### src/rtl/duty_seq_pkg.sv
package duty_seq_pkg;

  typedef enum logic [2:0] {
    ST_STOP, ST_ENTER, ST_PLLWAIT, ST_PLLOFF,
    ST_CLKSW, ST_SENSE, ST_STORE, ST_DUMP
  } seqState_t;

  // strobes from control to datapath
  typedef struct packed {
    logic clrWake;
    logic captureJob;
    logic tmrClr;
    logic tmrRun;
    logic tryInc;
    logic setErr;
  } dpCmd_t;

  // status from datapath to control
  typedef struct packed {
    logic anyWake;
    logic alarmJob;
    logic dumpPend;
    logic tmrDone;
    logic lastTry;
  } dpStat_t;

endpackage

### src/rtl/duty_seq_dp.sv
module duty_seq_dp
  import duty_seq_pkg::*;
#(
  parameter int LOCK_WAIT = 16,
  parameter int MAX_TRIES = 3
) (
  input  logic    clk,
  input  logic    rstN,
  input  logic    alarmWake,
  input  logic    rxWake,
  input  dpCmd_t  cmd,
  output dpStat_t stat,
  output logic    pllFail
);
  localparam int TW = (LOCK_WAIT > 1) ? $clog2(LOCK_WAIT) : 1;
  localparam int NW = (MAX_TRIES > 1) ? $clog2(MAX_TRIES) : 1;

  logic          alarmSt, rxSt;
  logic          alarmJob, dumpPend;
  logic [TW-1:0] tmr;
  logic [NW-1:0] tries;
  logic          errQ;

  // sticky wake flags; the stop-entry clear takes priority over a new event
  always_ff @(posedge clk) begin
    if (!rstN || cmd.clrWake) begin
      alarmSt <= 1'b0;
      rxSt    <= 1'b0;
    end else begin
      alarmSt <= alarmSt | alarmWake;
      rxSt    <= rxSt | rxWake;
    end
  end

  // job captured at wake; tries restart on every wake
  always_ff @(posedge clk) begin
    if (!rstN) begin
      alarmJob <= 1'b0;
      dumpPend <= 1'b0;
      tries    <= '0;
    end else if (cmd.captureJob) begin
      alarmJob <= alarmSt;
      dumpPend <= rxSt;
      tries    <= '0;
    end else if (cmd.tryInc) begin
      tries <= tries + 1'b1;
    end
  end

  always_ff @(posedge clk) begin
    if (!rstN || cmd.tmrClr) tmr <= '0;
    else if (cmd.tmrRun)     tmr <= tmr + 1'b1;
  end

  always_ff @(posedge clk) begin
    if (!rstN)           errQ <= 1'b0;
    else if (cmd.setErr) errQ <= 1'b1;
  end

  assign stat.anyWake  = alarmSt | rxSt;
  assign stat.alarmJob = alarmJob;
  assign stat.dumpPend = dumpPend;
  assign stat.tmrDone  = (tmr == TW'(LOCK_WAIT - 1));
  assign stat.lastTry  = (tries == NW'(MAX_TRIES - 1));
  assign pllFail       = errQ;

endmodule

### src/rtl/duty_seq_ctrl.sv
module duty_seq_ctrl
  import duty_seq_pkg::*;
(
  input  logic    clk,
  input  logic    rstN,
  input  logic    pllLocked,
  input  logic    senseAck,
  input  logic    storeAck,
  input  logic    dumpDone,
  input  dpStat_t stat,
  output dpCmd_t  cmd,
  output logic    sleepReq,
  output logic    lpRegOn,
  output logic    wakeClr,
  output logic    pllOn,
  output logic    clkOnPll,
  output logic    senseReq,
  output logic    storeReq,
  output logic    dumpBusy
);
  seqState_t state, nextState;

  always_ff @(posedge clk) begin
    if (!rstN) state <= ST_STOP;
    else       state <= nextState;
  end

  always_comb begin
    nextState = state;
    cmd       = '0;
    unique case (state)
      ST_STOP: if (stat.anyWake) begin
        cmd.captureJob = 1'b1;
        cmd.tmrClr     = 1'b1;
        nextState      = ST_PLLWAIT;
      end
      ST_ENTER: begin
        cmd.clrWake = 1'b1;
        nextState   = ST_STOP;
      end
      ST_PLLWAIT: begin
        if (pllLocked) begin
          nextState = ST_CLKSW;
        end else if (stat.tmrDone) begin
          if (stat.lastTry) begin
            cmd.setErr = 1'b1;
            nextState  = ST_ENTER;
          end else begin
            cmd.tryInc = 1'b1;
            nextState  = ST_PLLOFF;
          end
        end else begin
          cmd.tmrRun = 1'b1;
        end
      end
      ST_PLLOFF: begin
        cmd.tmrClr = 1'b1;
        nextState  = ST_PLLWAIT;
      end
      ST_CLKSW: nextState = stat.alarmJob ? ST_SENSE : ST_DUMP;
      ST_SENSE: if (senseAck) nextState = ST_STORE;
      ST_STORE: if (storeAck) nextState = stat.dumpPend ? ST_DUMP : ST_ENTER;
      ST_DUMP:  if (dumpDone) nextState = ST_ENTER;
      default:  nextState = ST_STOP;
    endcase
  end

  assign sleepReq = (state == ST_STOP) || (state == ST_ENTER);
  assign lpRegOn  = (state == ST_STOP);
  assign wakeClr  = (state == ST_ENTER);
  assign clkOnPll = (state == ST_CLKSW) || (state == ST_SENSE) ||
                    (state == ST_STORE) || (state == ST_DUMP);
  assign pllOn    = clkOnPll || (state == ST_PLLWAIT);
  assign senseReq = (state == ST_SENSE);
  assign storeReq = (state == ST_STORE);
  assign dumpBusy = (state == ST_DUMP);

endmodule

### src/rtl/duty_seq_top.sv
module duty_seq_top
  import duty_seq_pkg::*;
#(
  parameter int LOCK_WAIT = 16,
  parameter int MAX_TRIES = 3
) (
  input  logic clk,
  input  logic rstN,
  input  logic alarmWake,
  input  logic rxWake,
  input  logic pllLocked,
  input  logic senseAck,
  input  logic storeAck,
  input  logic dumpDone,
  output logic sleepReq,
  output logic lpRegOn,
  output logic wakeClr,
  output logic pllOn,
  output logic clkOnPll,
  output logic senseReq,
  output logic storeReq,
  output logic dumpBusy,
  output logic pllFail
);
  dpCmd_t  cmd;
  dpStat_t stat;

  duty_seq_ctrl i_ctrl (
    .clk(clk), .rstN(rstN), .pllLocked(pllLocked), .senseAck(senseAck),
    .storeAck(storeAck), .dumpDone(dumpDone), .stat(stat), .cmd(cmd),
    .sleepReq(sleepReq), .lpRegOn(lpRegOn), .wakeClr(wakeClr), .pllOn(pllOn),
    .clkOnPll(clkOnPll), .senseReq(senseReq), .storeReq(storeReq),
    .dumpBusy(dumpBusy)
  );

  duty_seq_dp #(.LOCK_WAIT(LOCK_WAIT), .MAX_TRIES(MAX_TRIES)) i_dp (
    .clk(clk), .rstN(rstN), .alarmWake(alarmWake), .rxWake(rxWake),
    .cmd(cmd), .stat(stat), .pllFail(pllFail)
  );

endmodule

### config.mk
export PLATFORM = sky130hd
export DESIGN_NAME = duty_seq_top
export DESIGN_NICKNAME = d
export VERILOG_FILES = /design/src/rtl/duty_seq_pkg.sv /design/src/rtl/duty_seq_dp.sv /design/src/rtl/duty_seq_ctrl.sv /design/src/rtl/duty_seq_top.sv
export SDC_FILE = /design/constraint.sdc
export NUM_CORES = 1
export LEC_CHECK = 0
export ABC_CLOCK_PERIOD_IN_PS = 4700
export BUFFER_PORTS_ARGS = -buffer_cell sky130_fd_sc_hd__buf_2
export CAP_MARGIN = 20
export CORE_ASPECT_RATIO = 1.75
export CORE_UTILIZATION = 30
export DETAILED_ROUTE_END_ITERATION = 7
export PLACE_DENSITY = 0.46
export SLEW_MARGIN = 20
export SYNTH_ARGS = -nofsm -noshare
export SYNTH_HDL_FRONTEND = slang
export SYNTH_SLANG_ARGS = --single-unit
### constraint.sdc
create_clock -name clk -period 4.7 [get_ports clk]
set_input_delay 1.41 -clock clk [delete_from_list [all_inputs] [get_ports clk]]
set_output_delay 1.41 -clock clk [all_outputs]
set_load 0.02 [all_outputs]
Yosys cells after proc, flatten, opt, wreduce, memory -nomap -nowiden --
Cells that the tools add are included.
Word-level totals: bits in read-only memories 0, bits in registers 14, output and inout bits 9, bits of input ports 8, bits in latches 0, memories 0, memory bits (writable) 0
Operators by class: multiplexer cells 20, shift operators 0, bitwise logic cells 4, equality and inequality tests 14, add/sub/neg operators 2, div/mod/pow operators 0, order comparisons 0, reduce and logical (&&, ||, !) cells 11, $mul 0
Operators with widths (number):
- $mux W3 | 9
- $pmux W3 S8 | 1
- $eq A3 B3 Y1 const B | 4
- $mux W2 | 4
- $logic_or A1 B1 Y1 | 7
- $eq A3 B2 Y1 const B | 2
- $ne A2 B2 Y1 const B | 3
- $mux W1 | 5
- $reduce_and A5 Y1 | 1
- $add A4 B1 Y4 const B | 1
- $eq A4 B4 Y1 const B | 1
- $eq A3 B1 Y1 const B | 1
- $logic_not A3 Y1 | 1
- $ne A3 B2 Y1 const B | 1
- $or A1 B1 Y1 | 3
- $add A2 B1 Y2 const B | 1
- $eq A2 B2 Y1 const B | 1
- $ne A2 B1 Y1 const B | 1
- $pmux W1 S2 | 1
- $reduce_or A2 Y1 | 1
- $logic_not A1 Y1 | 1
- $not A1 Y1 | 1

Logic depth before layout (Yosys ltp) --
Gate-level depths: netlist of run 1.
word-level depth 5, depth in mapped cells 7, depth with buffers taken out 6

Modules after synthesis --
From an unflattened synthesis of run 1, not the netlist that was laid out.
Second synthesis, totals: cells, all modules 98, area, all modules 848.3 um^2
Modules (own cells, without submodules):
- duty_seq_dp | times used 1, cells an instance 45, sequential area each 220.2 um^2, area each 457.9 um^2
- duty_seq_ctrl | times used 1, cells an instance 53, sequential area each 60.1 um^2, area each 390.4 um^2

Least setup slack after synthesis of run 1 --
Ideal clock, no wire load.
kind register to output, start point register i_ctrl.state[2], end point output storeReq, required time 3.290 ns, buffers on the path 1, cell stages (with the launch flop) 4, arrival 1.119 ns, slack 2.171 ns, cells stage by stage dfxtp_1 buf_2 inv_1 nor3_1
On the way: word-level cells in the longest chain between the ends 1
Ends and longest elaborated chain:
- start: declaration | RTL line duty_seq_ctrl.sv:21 | seqState_t state, nextState;
- start signal: assignment | RTL line duty_seq_ctrl.sv:25 | else state <= nextState;
- $eq A3 B3 Y1 | RTL line duty_seq_ctrl.sv:75 | assign storeReq = (state == ST_STORE);
- end: declaration | RTL line duty_seq_top.sv:21 | output logic storeReq,
Every way passes these cells.

Worst setup path after layout of run 1 --
start point register i_ctrl.state[0], end point output wakeClr
On the way: word-level cells in the longest chain between the ends 1
Ends and longest elaborated chain:
- $eq A3 B1 Y1 | RTL line duty_seq_ctrl.sv:70 | assign wakeClr = (state == ST_ENTER);
- end: declaration | RTL line duty_seq_top.sv:17 | output logic wakeClr,
Every way passes these cells.

==> out/summary.txt, run 1 <==
CTS
------------------------------------------------------------------------------
Number of buffers between clock root and the deepest sink                    2
Root Driver                                                       sky130_fd_sc_hd__clkbuf_8
Clock buffers created by TritonCTS                                           3
Clock latency reported for the late side of the worst-skew pair        0.25 ns
Post-cts repair resize count                                                 0
Clock slew at reported path FFs                                        0.06 ns
Number of clock sinks seen by CTS                                           14
TritonCTS clock tree                                                      done
CTS H-tree lvls                                                              1
Post-CTS setup repair buffer count                                           0
Number of buffers inserted by hold repair at cts                             0

CELLS AND AREA
------------------------------------------------------------------------------
Number of antenna diodes                                                     0
Non-filler instance count after layout                                     134
Top library cells by usage in the layout, fill and taps aside     sky130_fd_sc_hd__nor2_1, sky130_fd_sc_hd__buf_2, sky130_fd_sc_hd__dfxtp_1, sky130_fd_sc_hd__nand2_1
Fraction of layout instances using a drive strength above 1              22.2%
Utilization after layout                                                 36.7%
Nets                                                                       119
Design area                                                            905 um2
Syn-to-layout area delta                                                 16.6%
Number of fill cells                                                       288

FLOORPLAN
------------------------------------------------------------------------------
Die extent in y                                                        69.3 um
Total die area                                                        2800 um2
Placement Rows                                                              24
Number of placed I/O pins                                                   17
Core area                                                             2460 um2
Horizontal die dimension                                               40.4 um
Initial standard-cell utilization of the core                            31.5%

GLOBAL ROUTING
------------------------------------------------------------------------------
Number of global-route vias before repair                                  635
Antenna violations before repair                                             0
Pin count of the biggest net entering global routing                        14
Remaining global-route overflow                                              0
Global router's overall resource usage                                   15.0%
Global-route wire length before repair                                 2840 um

YOSYS
------------------------------------------------------------------------------
Proportion of synthesized chip area in sequential cells                  36.1%
Post-Synthesis Cell Area                                               776 um2
Yosys warning total                                                          0
Synth Area per Inst                                                   8.34 um2
Net count of the mapped netlist                                            103
Cell count after synthesis                                                  93
Synthesis-stage register bit count                                          14
Count of unique library cells instantiated by Yosys                         33

STATUS
------------------------------------------------------------------------------
Status                                                               completed

TIMING
------------------------------------------------------------------------------
Final Hold Fails                                                             0
Total negative slack for setup checks                                     0 ns
Clock skew                                                          0.00378 ns
Setup repair after global routing missed its margin                      false
Tmin final                                                             2.94 ns
Fraction of the cycle the final worst path needs                         62.5%
Setup Viol. Count Final                                                      0
Worst slew pin tran                                                   0.526 ns
Slew Viols, Final                                                            0
Max-slew headroom at the worst pin                                       64.6%
Peak Freq                                                            0.340 GHz

DETAILED ROUTING
------------------------------------------------------------------------------
Detailed-router iteration count before antenna repair                        3
Detailed Route Iter0 Violations                                              6
Via count                                                                  694
Vias per Instance                                                         5.18
Antenna viol nets, final                                                     0
Total routed wirelength                                                1750 um
Post-detailed-route wirelength per cell                                13.0 um
DRC violations left                                                          0

SETUP PATH
------------------------------------------------------------------------------
Type of element launching the critical path                           register
Register-to-register setup slack                                       2.98 ns
Endpoint type of the worst setup path                             primary output
Data required time of the worst path                                   3.29 ns
Arrival time worst endpoint                                            1.53 ns
CP max FO                                                                   10
Crit path kind                                                    register to primary output

PLACE
------------------------------------------------------------------------------
Placed Instance Area                                                   850 um2
Post-detailed-placement half-perimeter wirelength                      1400 um
Number of port buffers                                                      16
Placer's final routability congestion estimate                           0.730
Total instance count after detailed placement                              130

POWER
------------------------------------------------------------------------------
Power density cells                                                 589 nW/um2
Maximum vdd ir drop                                                   0.161 mV
Cell internal power dissipation                                       0.308 mW
Share of power burned in combinational logic                             43.2%
Leakage power                                                         0.357 nW
Share of total power consumed by net switching                           42.3%
Sw Pwr                                                                0.225 mW
Power share of the clock group                                           22.2%
Sequential share of power                                                34.6%

WORST HOLD PATH
------------------------------------------------------------------------------
Worst hold path class                                             register to register

RUN
------------------------------------------------------------------------------
Total of max-cap violations                                                  0

[cell type report]
type	instances	area (um2)	share of cell area, %
Multi-Input combinational cell	70	442	48.8
Tap cell	26	32.5	3.60
Timing Repair Buffer	16	80.1	8.85
Inverter	4	15.0	1.66
Clock buffer	4	55.1	6.09
Sequential cell	14	280	31.0
[worst paths after layout]
kind / startpoint / end / cells past startpoint
setup / recovery: i_ctrl.state[0] / wakeClr / 3
hold / removal: i_dp.alarmJob / i_dp.alarmJob / 2
setup reg to reg: i_ctrl.state[2] / i_ctrl.state[1] / 5
hold reg to reg: i_dp.alarmJob / i_dp.alarmJob / 2
[cell usage after synthesis]
cell type / n / area, um2
sky130_fd_sc_hd__a211oi_1: 2 / 15.0
sky130_fd_sc_hd__a21boi_0: 2 / 15.0
sky130_fd_sc_hd__a21oi_1: 5 / 25.0
sky130_fd_sc_hd__a221oi_4: 1 / 26.3
sky130_fd_sc_hd__a22oi_1: 1 / 7.51
sky130_fd_sc_hd__a31oi_1: 1 / 6.26
sky130_fd_sc_hd__and2_1: 1 / 6.26
sky130_fd_sc_hd__buf_2: 1 / 5.00
sky130_fd_sc_hd__buf_4: 1 / 7.51
sky130_fd_sc_hd__buf_6: 2 / 22.5
sky130_fd_sc_hd__clkbuf_1: 1 / 3.75
sky130_fd_sc_hd__dfxtp_1: 14 / 280
sky130_fd_sc_hd__ha_1: 2 / 25.0
sky130_fd_sc_hd__inv_1: 4 / 15.0
sky130_fd_sc_hd__mux2i_1: 1 / 10.0
sky130_fd_sc_hd__nand2_1: 10 / 37.5
sky130_fd_sc_hd__nand2b_1: 1 / 6.26
sky130_fd_sc_hd__nand3_1: 2 / 10.0
sky130_fd_sc_hd__nand4_1: 1 / 6.26
sky130_fd_sc_hd__nor2_1: 16 / 60.1
sky130_fd_sc_hd__nor2b_1: 4 / 25.0
sky130_fd_sc_hd__nor3_1: 4 / 20.0
sky130_fd_sc_hd__nor3_2: 1 / 10.0
sky130_fd_sc_hd__nor3b_1: 1 / 7.51
sky130_fd_sc_hd__nor4b_4: 1 / 23.8
sky130_fd_sc_hd__o211a_1: 1 / 10.0
sky130_fd_sc_hd__o21a_1: 1 / 7.51
sky130_fd_sc_hd__o21ai_0: 5 / 25.0
sky130_fd_sc_hd__o221ai_1: 1 / 8.76
sky130_fd_sc_hd__o22ai_1: 1 / 6.26
sky130_fd_sc_hd__o2bb2ai_2: 1 / 15.0
sky130_fd_sc_hd__xnor2_1: 2 / 17.5
sky130_fd_sc_hd__xor2_1: 1 / 8.76
[per-stage QoR]
step,hold WS [ns],power (mW),worst slack (ns)
after floorplan,0.444,0.372,2.17
after global placement,0.464,0.419,2.08
after detailed placement,0.474,0.420,2.03
after CTS,0.482,0.540,1.75
after global routing,0.513,0.574,1.63
final,0.472,0.533,1.76
[state kept, by name, summed over array words and instances, names as in the netlist]
name / cells
i_dp.alarmJob: 1
i_ctrl.state: 3
i_dp.alarmSt: 1
i_dp.tmr: 4
i_dp.pllFail: 1
i_dp.dumpPend: 1
i_dp.tries: 2
i_dp.rxSt: 1
[worst max-delay path: stages, from the launching register on]
cell and delay (ns):
sky130_fd_sc_hd__dfxtp_1 0.55, sky130_fd_sc_hd__inv_1 0.20, sky130_fd_sc_hd__nor3_1 0.31, sky130_fd_sc_hd__buf_2 0.22
[kinds of logic (layout without fill, tap and decap cells)]
kind of cell / count (synthesis) / in the layout / share of synthesized area (%)
muxes: 1 / 1 / 1.29
xor gates and xnor gates: 3 / 3 / 3.39
DFF: 14 / 14 / 36.1
buffers and inverters: 9 / 24 / 6.93
AOI/OAI and AO/OA: 22 / 22 / 21.6
and+or+nand+nor: 42 / 42 / 27.4
adders and majority gates: 2 / 2 / 3.23
[layer usage]
| layer | vias up | share of wire [%] | wire length (um) | global-route usage (%) |
|---|---|---|---|---|
| met4 | 0 | 2.7 | 48 | 10.0 |
| met2 | 16 | 54 | 948 | 24.7 |
| met5 | - | 0 | 0 | 0 |
| met3 | 4 | 4.3 | 75 | 2.88 |
| met1 | 321 | 39 | 675 | 15.3 |
| li1 | 353 | - | - | - |
[power by group through the flow]
stage               clock [mW]  sequential (mW)  combinational, mW
finish                   0.118            0.184              0.230
global route             0.129            0.189              0.256
CTS                      0.122            0.184              0.234
detailed placement           0            0.187              0.233
global placement             0            0.186              0.233
floorplan                    0            0.156              0.215
Power figures use the tool's default switching activity.
==> inputs of run 2 (changes only) <==
--- a/config.mk
+++ b/config.mk
@@ -5,13 +5,14 @@
 export SDC_FILE = /design/constraint.sdc
 export NUM_CORES = 1
 export LEC_CHECK = 0
-export ABC_CLOCK_PERIOD_IN_PS = 4700
+export ABC_AREA = 1
+export ABC_CLOCK_PERIOD_IN_PS = 2550
 export BUFFER_PORTS_ARGS = -buffer_cell sky130_fd_sc_hd__buf_2
 export CAP_MARGIN = 20
 export CORE_ASPECT_RATIO = 1.75
 export CORE_UTILIZATION = 30
 export DETAILED_ROUTE_END_ITERATION = 7
-export PLACE_DENSITY = 0.46
+export PLACE_DENSITY = 0.47
 export SLEW_MARGIN = 20
 export SYNTH_ARGS = -nofsm -noshare
 export SYNTH_HDL_FRONTEND = slang
==> constraint.sdc (replaced) <==
create_clock -name clk -period 2.55 [get_ports clk]
set_input_delay 0.765 -clock clk [delete_from_list [all_inputs] [get_ports clk]]
set_output_delay 0.765 -clock clk [all_outputs]
set_load 0.02 [all_outputs]
==> run 2 against run 1 <==
Non-clock buffer count stayed put; sequential power up 84%; synthesized cell count rose by 38%; final area rose by 13%; highest routed layer unchanged; critical endpoint is now dumpBusy; flip-flop and latch count unchanged; sequential share of layout area shrank 3.5 points; die area is 12% higher.
==> out/summary.txt, run 2 <==
SETUP PATH
-------------------------------------------------------------------------------------
Crit path kind                                                           register to primary output
R2r worst-path depth                                                                7   +2
Data required time of the worst path                                          1.79 ns   -1.50 ns
Type of element launching the critical path                                  register
Endpoint type of the worst setup path                                    primary output
Arrival time worst endpoint                                                   1.30 ns   -0.23 ns
CP max FO                                                                          11   +1

FLOORPLAN
-------------------------------------------------------------------------------------
Number of placed I/O pins                                                          17   unchanged
Horizontal die dimension                                                      42.7 um   +5.6%
Total die area                                                               3130 um2   +12%
Placement Rows                                                                     25   +4.2%
Core area                                                                    2720 um2   +11%
Die extent in y                                                               73.2 um   +5.7%
Initial standard-cell utilization of the core                                   32.0%   +0.45 points

YOSYS
-------------------------------------------------------------------------------------
Count of unique library cells instantiated by Yosys                                24   -27%
Cell count after synthesis                                                        128   +38%
Largest cells by area after synthesis                                    sky130_fd_sc_hd__dfxtp_1, sky130_fd_sc_hd__nor2_1, sky130_fd_sc_hd__nand2_1, sky130_fd_sc_hd__inv_1, sky130_fd_sc_hd__a21oi_2
Synthesis-stage register bit count                                                 14   unchanged
Synth Area per Inst                                                          6.79 um2   -19%
Fraction of post-synthesis cell area in the top cell type by area               32.2%   -3.9 points
Post-synth EDFFs                                                                    0   unchanged
Net count of the mapped netlist                                                   138   +34%
Top FF cell, synth                                                       sky130_fd_sc_hd__dfxtp_1
Top cells by instance count after synthesis                              sky130_fd_sc_hd__nor2_1, sky130_fd_sc_hd__nand2_1, sky130_fd_sc_hd__dfxtp_1
Yosys warning total                                                                 0   unchanged
Proportion of synthesized chip area in sequential cells                         32.2%   -3.9 points
Top-count cell post-synth                                                sky130_fd_sc_hd__nor2_1
Post-Synthesis Cell Area                                                      870 um2   +12%
Share of synthesized flip-flops with an asynchronous set or reset                  0%   unchanged
Post-synthesis cell type with the largest combined area                  sky130_fd_sc_hd__dfxtp_1

GLOBAL ROUTING
-------------------------------------------------------------------------------------
Pin count of the biggest net entering global routing                               12   -2
Global-route wire length before repair                                        3390 um   +19%
Antenna violations before repair                                                    0   unchanged
Number of global-route vias before repair                                         826   +30%
Global router's overall resource usage                                          14.1%   -0.82 points
Remaining global-route overflow                                                     0   unchanged

CELLS AND AREA
-------------------------------------------------------------------------------------
Nets                                                                              156   +31%
Flip-flop count of the largest register after layout                                4   unchanged
Number of fill cells                                                              303   +5.2%
Area occupied by multi-input gates                                            507 um2   +15%
Syn-to-layout area delta                                                        17.3%
Largest Register                                                             i_dp.tmr
Storage cell area                                                             280 um2   unchanged
Fraction of layout instances using a drive strength above 1                     28.3%   +6.1 points
Top library cells by usage in the layout, fill and taps aside            sky130_fd_sc_hd__nor2_1, sky130_fd_sc_hd__nand2_1, sky130_fd_sc_hd__buf_2, sky130_fd_sc_hd__dfxtp_1, sky130_fd_sc_hd__inv_1
Most frequent standard cell in the layout excluding fill and tap cells   sky130_fd_sc_hd__nor2_1
Largest registers                                                        i_dp.tmr: 4 flops, i_ctrl.state: 3 flops, i_dp.tries: 2 flops
Number of antenna diodes                                                            0   unchanged

POWER
-------------------------------------------------------------------------------------
Leakage power                                                                0.501 nW   +40%
Power share of the clock group                                                  19.4%   -2.8 points
Cell internal power dissipation                                              0.597 mW   +94%
Share of total power consumed by net switching                                  48.0%   +5.7 points
Sw Pwr                                                                       0.550 mW   +140%
Share of power burned in combinational logic                                    51.0%   +7.8 points
Power density cells                                                       1120 nW/um2   +91%
Maximum vdd ir drop                                                          0.563 mV   +250%
Final Total Pwr                                                               1.15 mW   +120%
Sequential share of power                                                       29.5%   -5.1 points

CTS
-------------------------------------------------------------------------------------
Root Driver                                                              sky130_fd_sc_hd__clkbuf_8
Clock latency reported for the late side of the worst-skew pair               0.25 ns   about the same
Number of buffers between clock root and the deepest sink                           2   unchanged
Number of clock sinks seen by CTS                                                  14   unchanged
Number of buffers inserted by hold repair at cts                                    0   unchanged
Post-cts repair resize count                                                        0   unchanged
Clock buffers created by TritonCTS                                                  3   unchanged
CTS H-tree lvls                                                                     1   unchanged
Clock slew at reported path FFs                                               0.06 ns   about the same
TritonCTS clock tree                                                             done
Post-CTS setup repair buffer count                                                  0   unchanged

TIMING
-------------------------------------------------------------------------------------
Setup repair after global routing missed its margin                             false
Max-slew headroom at the worst pin                                              67.6%   +3.0 points
Fraction of the cycle the final worst path needs                                81.1%
Slew Viols, Final                                                                   0   unchanged
Tmin final                                                                    2.07 ns
Final Hold Fails                                                                    0   unchanged
Setup Viol. Count Final                                                             0   unchanged
Clock skew                                                                 0.00139 ns   -0.00239 ns
Peak Freq                                                                   0.483 GHz
Worst slew pin tran                                                          0.486 ns   -0.0402 ns
Total negative slack for setup checks                                            0 ns   unchanged
Hold slack                                                                   0.467 ns   -0.00542 ns

DETAILED ROUTING
-------------------------------------------------------------------------------------
Detailed-router iteration count before antenna repair                               4   +1
Post-detailed-route wirelength per cell                                       11.1 um   -15%
Antenna viol nets, final                                                            0   unchanged
Via count                                                                         824   +19%
Total routed wirelength                                                       1910 um   +9.0%
Detailed Route Iter0 Violations                                                    12   +6
Vias per Instance                                                                4.79   -7.5%
DRC violations left                                                                 0   unchanged

PLACE
-------------------------------------------------------------------------------------
Post-detailed-placement half-perimeter wirelength                             1540 um   +10%
Placer's final routability congestion estimate                                  0.773   +5.8%
Number of port buffers                                                             16   unchanged

WORST HOLD PATH
-------------------------------------------------------------------------------------
Hold path cells                                                                     2   unchanged
Worst hold path class                                                    register to register

RUN
-------------------------------------------------------------------------------------
Total of max-cap violations                                                         0   unchanged

STATUS
-------------------------------------------------------------------------------------
Status                                                                      completed

==> run 2: changes by cell type in the layout (fill, tap and decap cells not counted), sizes merged, moves of 3 or more <==
| cell | delta |
|---|---|
| a21oi | +5 |
| inv | +11 |
| nand2 | +19 |
| nand3 | +8 |
| nor2 | +17 |
| nor2b | -4 |
| o21ai | -3 |
| or2 | +3 |
==> run 2: worst max-delay path, cell delays in order, from the launching register on <==
cell and delay, ns:
sky130_fd_sc_hd__dfxtp_1 0.62, sky130_fd_sc_hd__nand3_1 0.17, sky130_fd_sc_hd__inv_1 0.10, sky130_fd_sc_hd__buf_2 0.16
==> run 2: cell type report <==
class | count | share of cell area [%]
Multi-Input combinational cell | 96 | 49.7
Sequential cell | 14 | 27.5
Timing Repair Buffer | 16 | 7.85
Inverter | 15 | 6.26
Clock buffer | 4 | 5.40
Tap cell | 27 | 3.31
==> run 2: power groups by stage <==
stage / Combinational (mW) / Sequential (mW) / Clock, mW
floorplan: 0.511 / 0.293 / 0
global placement: 0.587 / 0.342 / 0
detailed placement: 0.585 / 0.343 / 0
CTS: 0.589 / 0.338 / 0.229
global route: 0.649 / 0.349 / 0.235
finish: 0.585 / 0.339 / 0.223
==> run 2: routing by layer <==
layer  share of wire, %  vias up  GRT usage, %
met4                2.5        0          7.29
met5                  0        -             0
met2                 52       15          26.1
li1                   -      435             -
met3                2.9        5          1.73
met1                 42      369          15.1
==> run 2: cell families after synthesis <==
group	after synthesis	synth area share (%)
AOI/OAI and AO/OA	12	8.63
and+or+nand+nor	81	45.8
DFF	14	32.2
adders and majority gates	2	2.88
xor gates and xnor gates	1	1.01
buffers and inverters	18	9.50
==> run 2: worst paths after layout <==
kind	startpoint	to	slack, ns
max	i_ctrl.state[2]	dumpBusy	0.48
min	i_dp.alarmJob	i_dp.alarmJob	0.47
max reg2reg	i_dp.tmr[0]	i_ctrl.state[0]	1.11
min reg2reg	i_dp.alarmJob	i_dp.alarmJob	0.47
==> run 2: through the flow <==
step                      area, um2  worst slack [ns]  instances  utilization, %
after floorplan                 870             0.871        128               -
after global placement          965             0.789        168            35.4
after detailed placement        965             0.759        168            35.4
after CTS                      1020             0.479        172            37.5
after global routing           1020             0.363        172            37.5
final                          1020             0.481        172            37.5
==> inputs of run 3 (changes only) <==
--- a/config.mk
+++ b/config.mk
@@ -6,13 +6,13 @@
 export NUM_CORES = 1
 export LEC_CHECK = 0
 export ABC_AREA = 1
-export ABC_CLOCK_PERIOD_IN_PS = 2550
+export ABC_CLOCK_PERIOD_IN_PS = 2080
 export BUFFER_PORTS_ARGS = -buffer_cell sky130_fd_sc_hd__buf_2
 export CAP_MARGIN = 20
 export CORE_ASPECT_RATIO = 1.75
 export CORE_UTILIZATION = 30
 export DETAILED_ROUTE_END_ITERATION = 7
-export PLACE_DENSITY = 0.47
+export PLACE_DENSITY = 0.46
 export SLEW_MARGIN = 20
 export SYNTH_ARGS = -nofsm -noshare
 export SYNTH_HDL_FRONTEND = slang
==> constraint.sdc (replaced) <==
create_clock -name clk -period 2.08 [get_ports clk]
set_input_delay 0.624 -clock clk [delete_from_list [all_inputs] [get_ports clk]]
set_output_delay 0.624 -clock clk [all_outputs]
set_load 0.02 [all_outputs]
==> run 3 against run 2 <==
Global-route usage shrank 0.50 points; final cell count is the same; clock power is 20% higher; wire length rose by 2.0%; power up 23%; combinational power rose by 23%; die area unchanged; critical endpoint is now lpRegOn; largest cell class unchanged.
==> out/summary.txt, run 3 (same netlist as run 2, synthesis figures left out) <==
CELLS AND AREA
-------------------------------------------------------------------------------------
Utilization after layout                                                        37.5%   unchanged
Top library cells by usage in the layout, fill and taps aside            sky130_fd_sc_hd__nor2_1, sky130_fd_sc_hd__nand2_1, sky130_fd_sc_hd__buf_2, sky130_fd_sc_hd__dfxtp_1, sky130_fd_sc_hd__inv_1
Most frequent standard cell in the layout excluding fill and tap cells   sky130_fd_sc_hd__nor2_1
Number of antenna diodes                                                            0   unchanged
Largest registers                                                        i_dp.tmr: 4 flops, i_ctrl.state: 3 flops, i_dp.tries: 2 flops
Syn-to-layout area delta                                                        17.3%   unchanged
Non-filler instance count after layout                                            172   unchanged
Fraction of layout instances using a drive strength above 1                     28.3%   unchanged
Largest Register                                                             i_dp.tmr
Nets                                                                              156   unchanged
Flip-flop count of the largest register after layout                                4   unchanged

CTS
-------------------------------------------------------------------------------------
Number of clock sinks seen by CTS                                                  14   unchanged
Clock latency reported for the late side of the worst-skew pair               0.24 ns   about the same
Number of buffers between clock root and the deepest sink                           2   unchanged
Post-cts repair resize count                                                        0   unchanged
Clock slew at reported path FFs                                               0.06 ns   about the same
TritonCTS clock tree                                                             done
Number of buffers inserted by hold repair at cts                                    0   unchanged
Root Driver                                                              sky130_fd_sc_hd__clkbuf_8
Post-CTS setup repair buffer count                                                  0   unchanged
CTS H-tree lvls                                                                     1   unchanged
Clock buffers created by TritonCTS                                                  3   unchanged

POWER
-------------------------------------------------------------------------------------
Power density cells                                                       1380 nW/um2   +23%
Maximum vdd ir drop                                                          0.739 mV   +31%
Leakage power                                                                0.501 nW   unchanged
Final Total Pwr                                                               1.41 mW   +23%

SETUP PATH
-------------------------------------------------------------------------------------
CP max FO                                                                          11   unchanged
Endpoint type of the worst setup path                                    primary output
Type of element launching the critical path                                  register
Arrival time worst endpoint                                                   1.32 ns   +0.02 ns
Data required time of the worst path                                          1.46 ns   -0.33 ns
Buf+Inv Stages, Crit Path                                                           2   unchanged
Crit path kind                                                           register to primary output
CP max stage delay                                                            0.63 ns   about the same
Top cell family by delay on the critical path                              flip-flops
Crit-path cells                                                          nor2_2, nand2_4, inv_4, buf_2
Critical Path Slowest Stage Cell                                         sky130_fd_sc_hd__dfxtp_1

TIMING
-------------------------------------------------------------------------------------
Setup repair after global routing missed its margin                             false
Peak Freq                                                                   0.514 GHz
Setup Viol. Count Final                                                             0   unchanged
Fraction of the cycle the final worst path needs                                93.6%
Slew Viols, Final                                                                   0   unchanged
Clock skew                                                                0.000899 ns   -0.000492 ns
Tmin final                                                                    1.95 ns
Final Hold Fails                                                                    0   unchanged
Total negative slack for setup checks                                            0 ns   unchanged
Worst slew pin tran                                                          0.496 ns   +0.0106 ns
Max-slew headroom at the worst pin                                              66.9%   -0.71 points

DETAILED ROUTING
-------------------------------------------------------------------------------------
Post-detailed-route wirelength per cell                                       11.3 um   +2.0%
Via count                                                                         827   +0.36%
Detailed Route Iter0 Violations                                                    15   +3
Vias per Instance                                                                4.81   +0.36%
Detailed-router iteration count before antenna repair                               3   -1
Total routed wirelength                                                       1940 um   +2.0%
Antenna viol nets, final                                                            0   unchanged
DRC violations left                                                                 0   unchanged

FLOORPLAN
-------------------------------------------------------------------------------------
Core area                                                                    2720 um2   unchanged
Number of placed I/O pins                                                          17   unchanged
Horizontal die dimension                                                      42.7 um   unchanged
Initial standard-cell utilization of the core                                   32.0%   unchanged
Die extent in y                                                               73.2 um   unchanged
Total die area                                                               3130 um2   unchanged
Placement Rows                                                                     25   unchanged

GLOBAL ROUTING
-------------------------------------------------------------------------------------
Number of global-route vias before repair                                         732   -11%
Global router's overall resource usage                                          13.6%   -0.50 points
Antenna violations before repair                                                    0   unchanged
Remaining global-route overflow                                                     0   unchanged
Global-route wire length before repair                                        3190 um   -5.7%
Pin count of the biggest net entering global routing                               12   unchanged

RUN
-------------------------------------------------------------------------------------
Total of max-cap violations                                                         0   unchanged

STATUS
-------------------------------------------------------------------------------------
Status                                                                      completed

WORST HOLD PATH
-------------------------------------------------------------------------------------
Worst hold path class                                                    register to register

PLACE
-------------------------------------------------------------------------------------
Number of port buffers                                                             16   unchanged
Post-detailed-placement half-perimeter wirelength                             1590 um   +3.4%
Total instance count after detailed placement                                     168   unchanged
Placer's final routability congestion estimate                                  0.828   +7.2%

-- run 3: worst paths after layout --
check	startpoint	to	slack (ns)	cells past startpoint
worst max-delay path	i_ctrl.state[2]	lpRegOn	0.13	4
worst min-delay path	i_dp.alarmJob	i_dp.alarmJob	0.47	2
worst max register to register	i_ctrl.state[2]	i_dp.tmr[2]	0.62	7
worst min register to register	i_dp.alarmJob	i_dp.alarmJob	0.47	2
-- run 3: power by group --
group	total (mW)	leakage [nW]	switching, mW	internal (mW)
registers	0.418	0.114	0.0982	0.320
clock network	0.268	0.0288	0.101	0.168
logic	0.720	0.357	0.476	0.243
total	1.41	0.501	0.675	0.731
-- run 3: cell type report --
class	instances	area, um2
Multi-Input combinational cell	96	507
Tap cell	27	33.8
Clock buffer	4	55.1
Timing Repair Buffer	16	80.1
Inverter	15	63.8
Fill cell	315	1700
Sequential cell	14	280
-- run 3: layer usage --
layer	vias to the layer above	share of wire [%]	track usage, %
met1	379	42	15.0
li1	436	-	-
met3	2	3.0	2.72
met2	10	54	24.9
met4	0	1.3	5.21
met5	-	0	0
-- run 3: through the flow --
step	setup WS, ns	area (um2)	hold WS [ns]
2_1_floorplan	0.542	870	0.437
3_3_place_gp	0.448	965	0.453
3_5_place_dp	0.412	965	0.467
4_1_cts	0.142	1020	0.476
5_1_grt	0.0809	1020	0.499
6_report	0.133	1020	0.470
-- run 3: worst reg2reg max path, cell delays in order (launching register included) --
cell and delay (ns):
sky130_fd_sc_hd__dfxtp_1 0.63, sky130_fd_sc_hd__nor2_2 0.14, sky130_fd_sc_hd__nand2_4 0.11, sky130_fd_sc_hd__inv_4 0.05, sky130_fd_sc_hd__nand2_4 0.04, sky130_fd_sc_hd__nand2_2 0.06
sky130_fd_sc_hd__or2_4 0.26, sky130_fd_sc_hd__a21oi_2 0.10
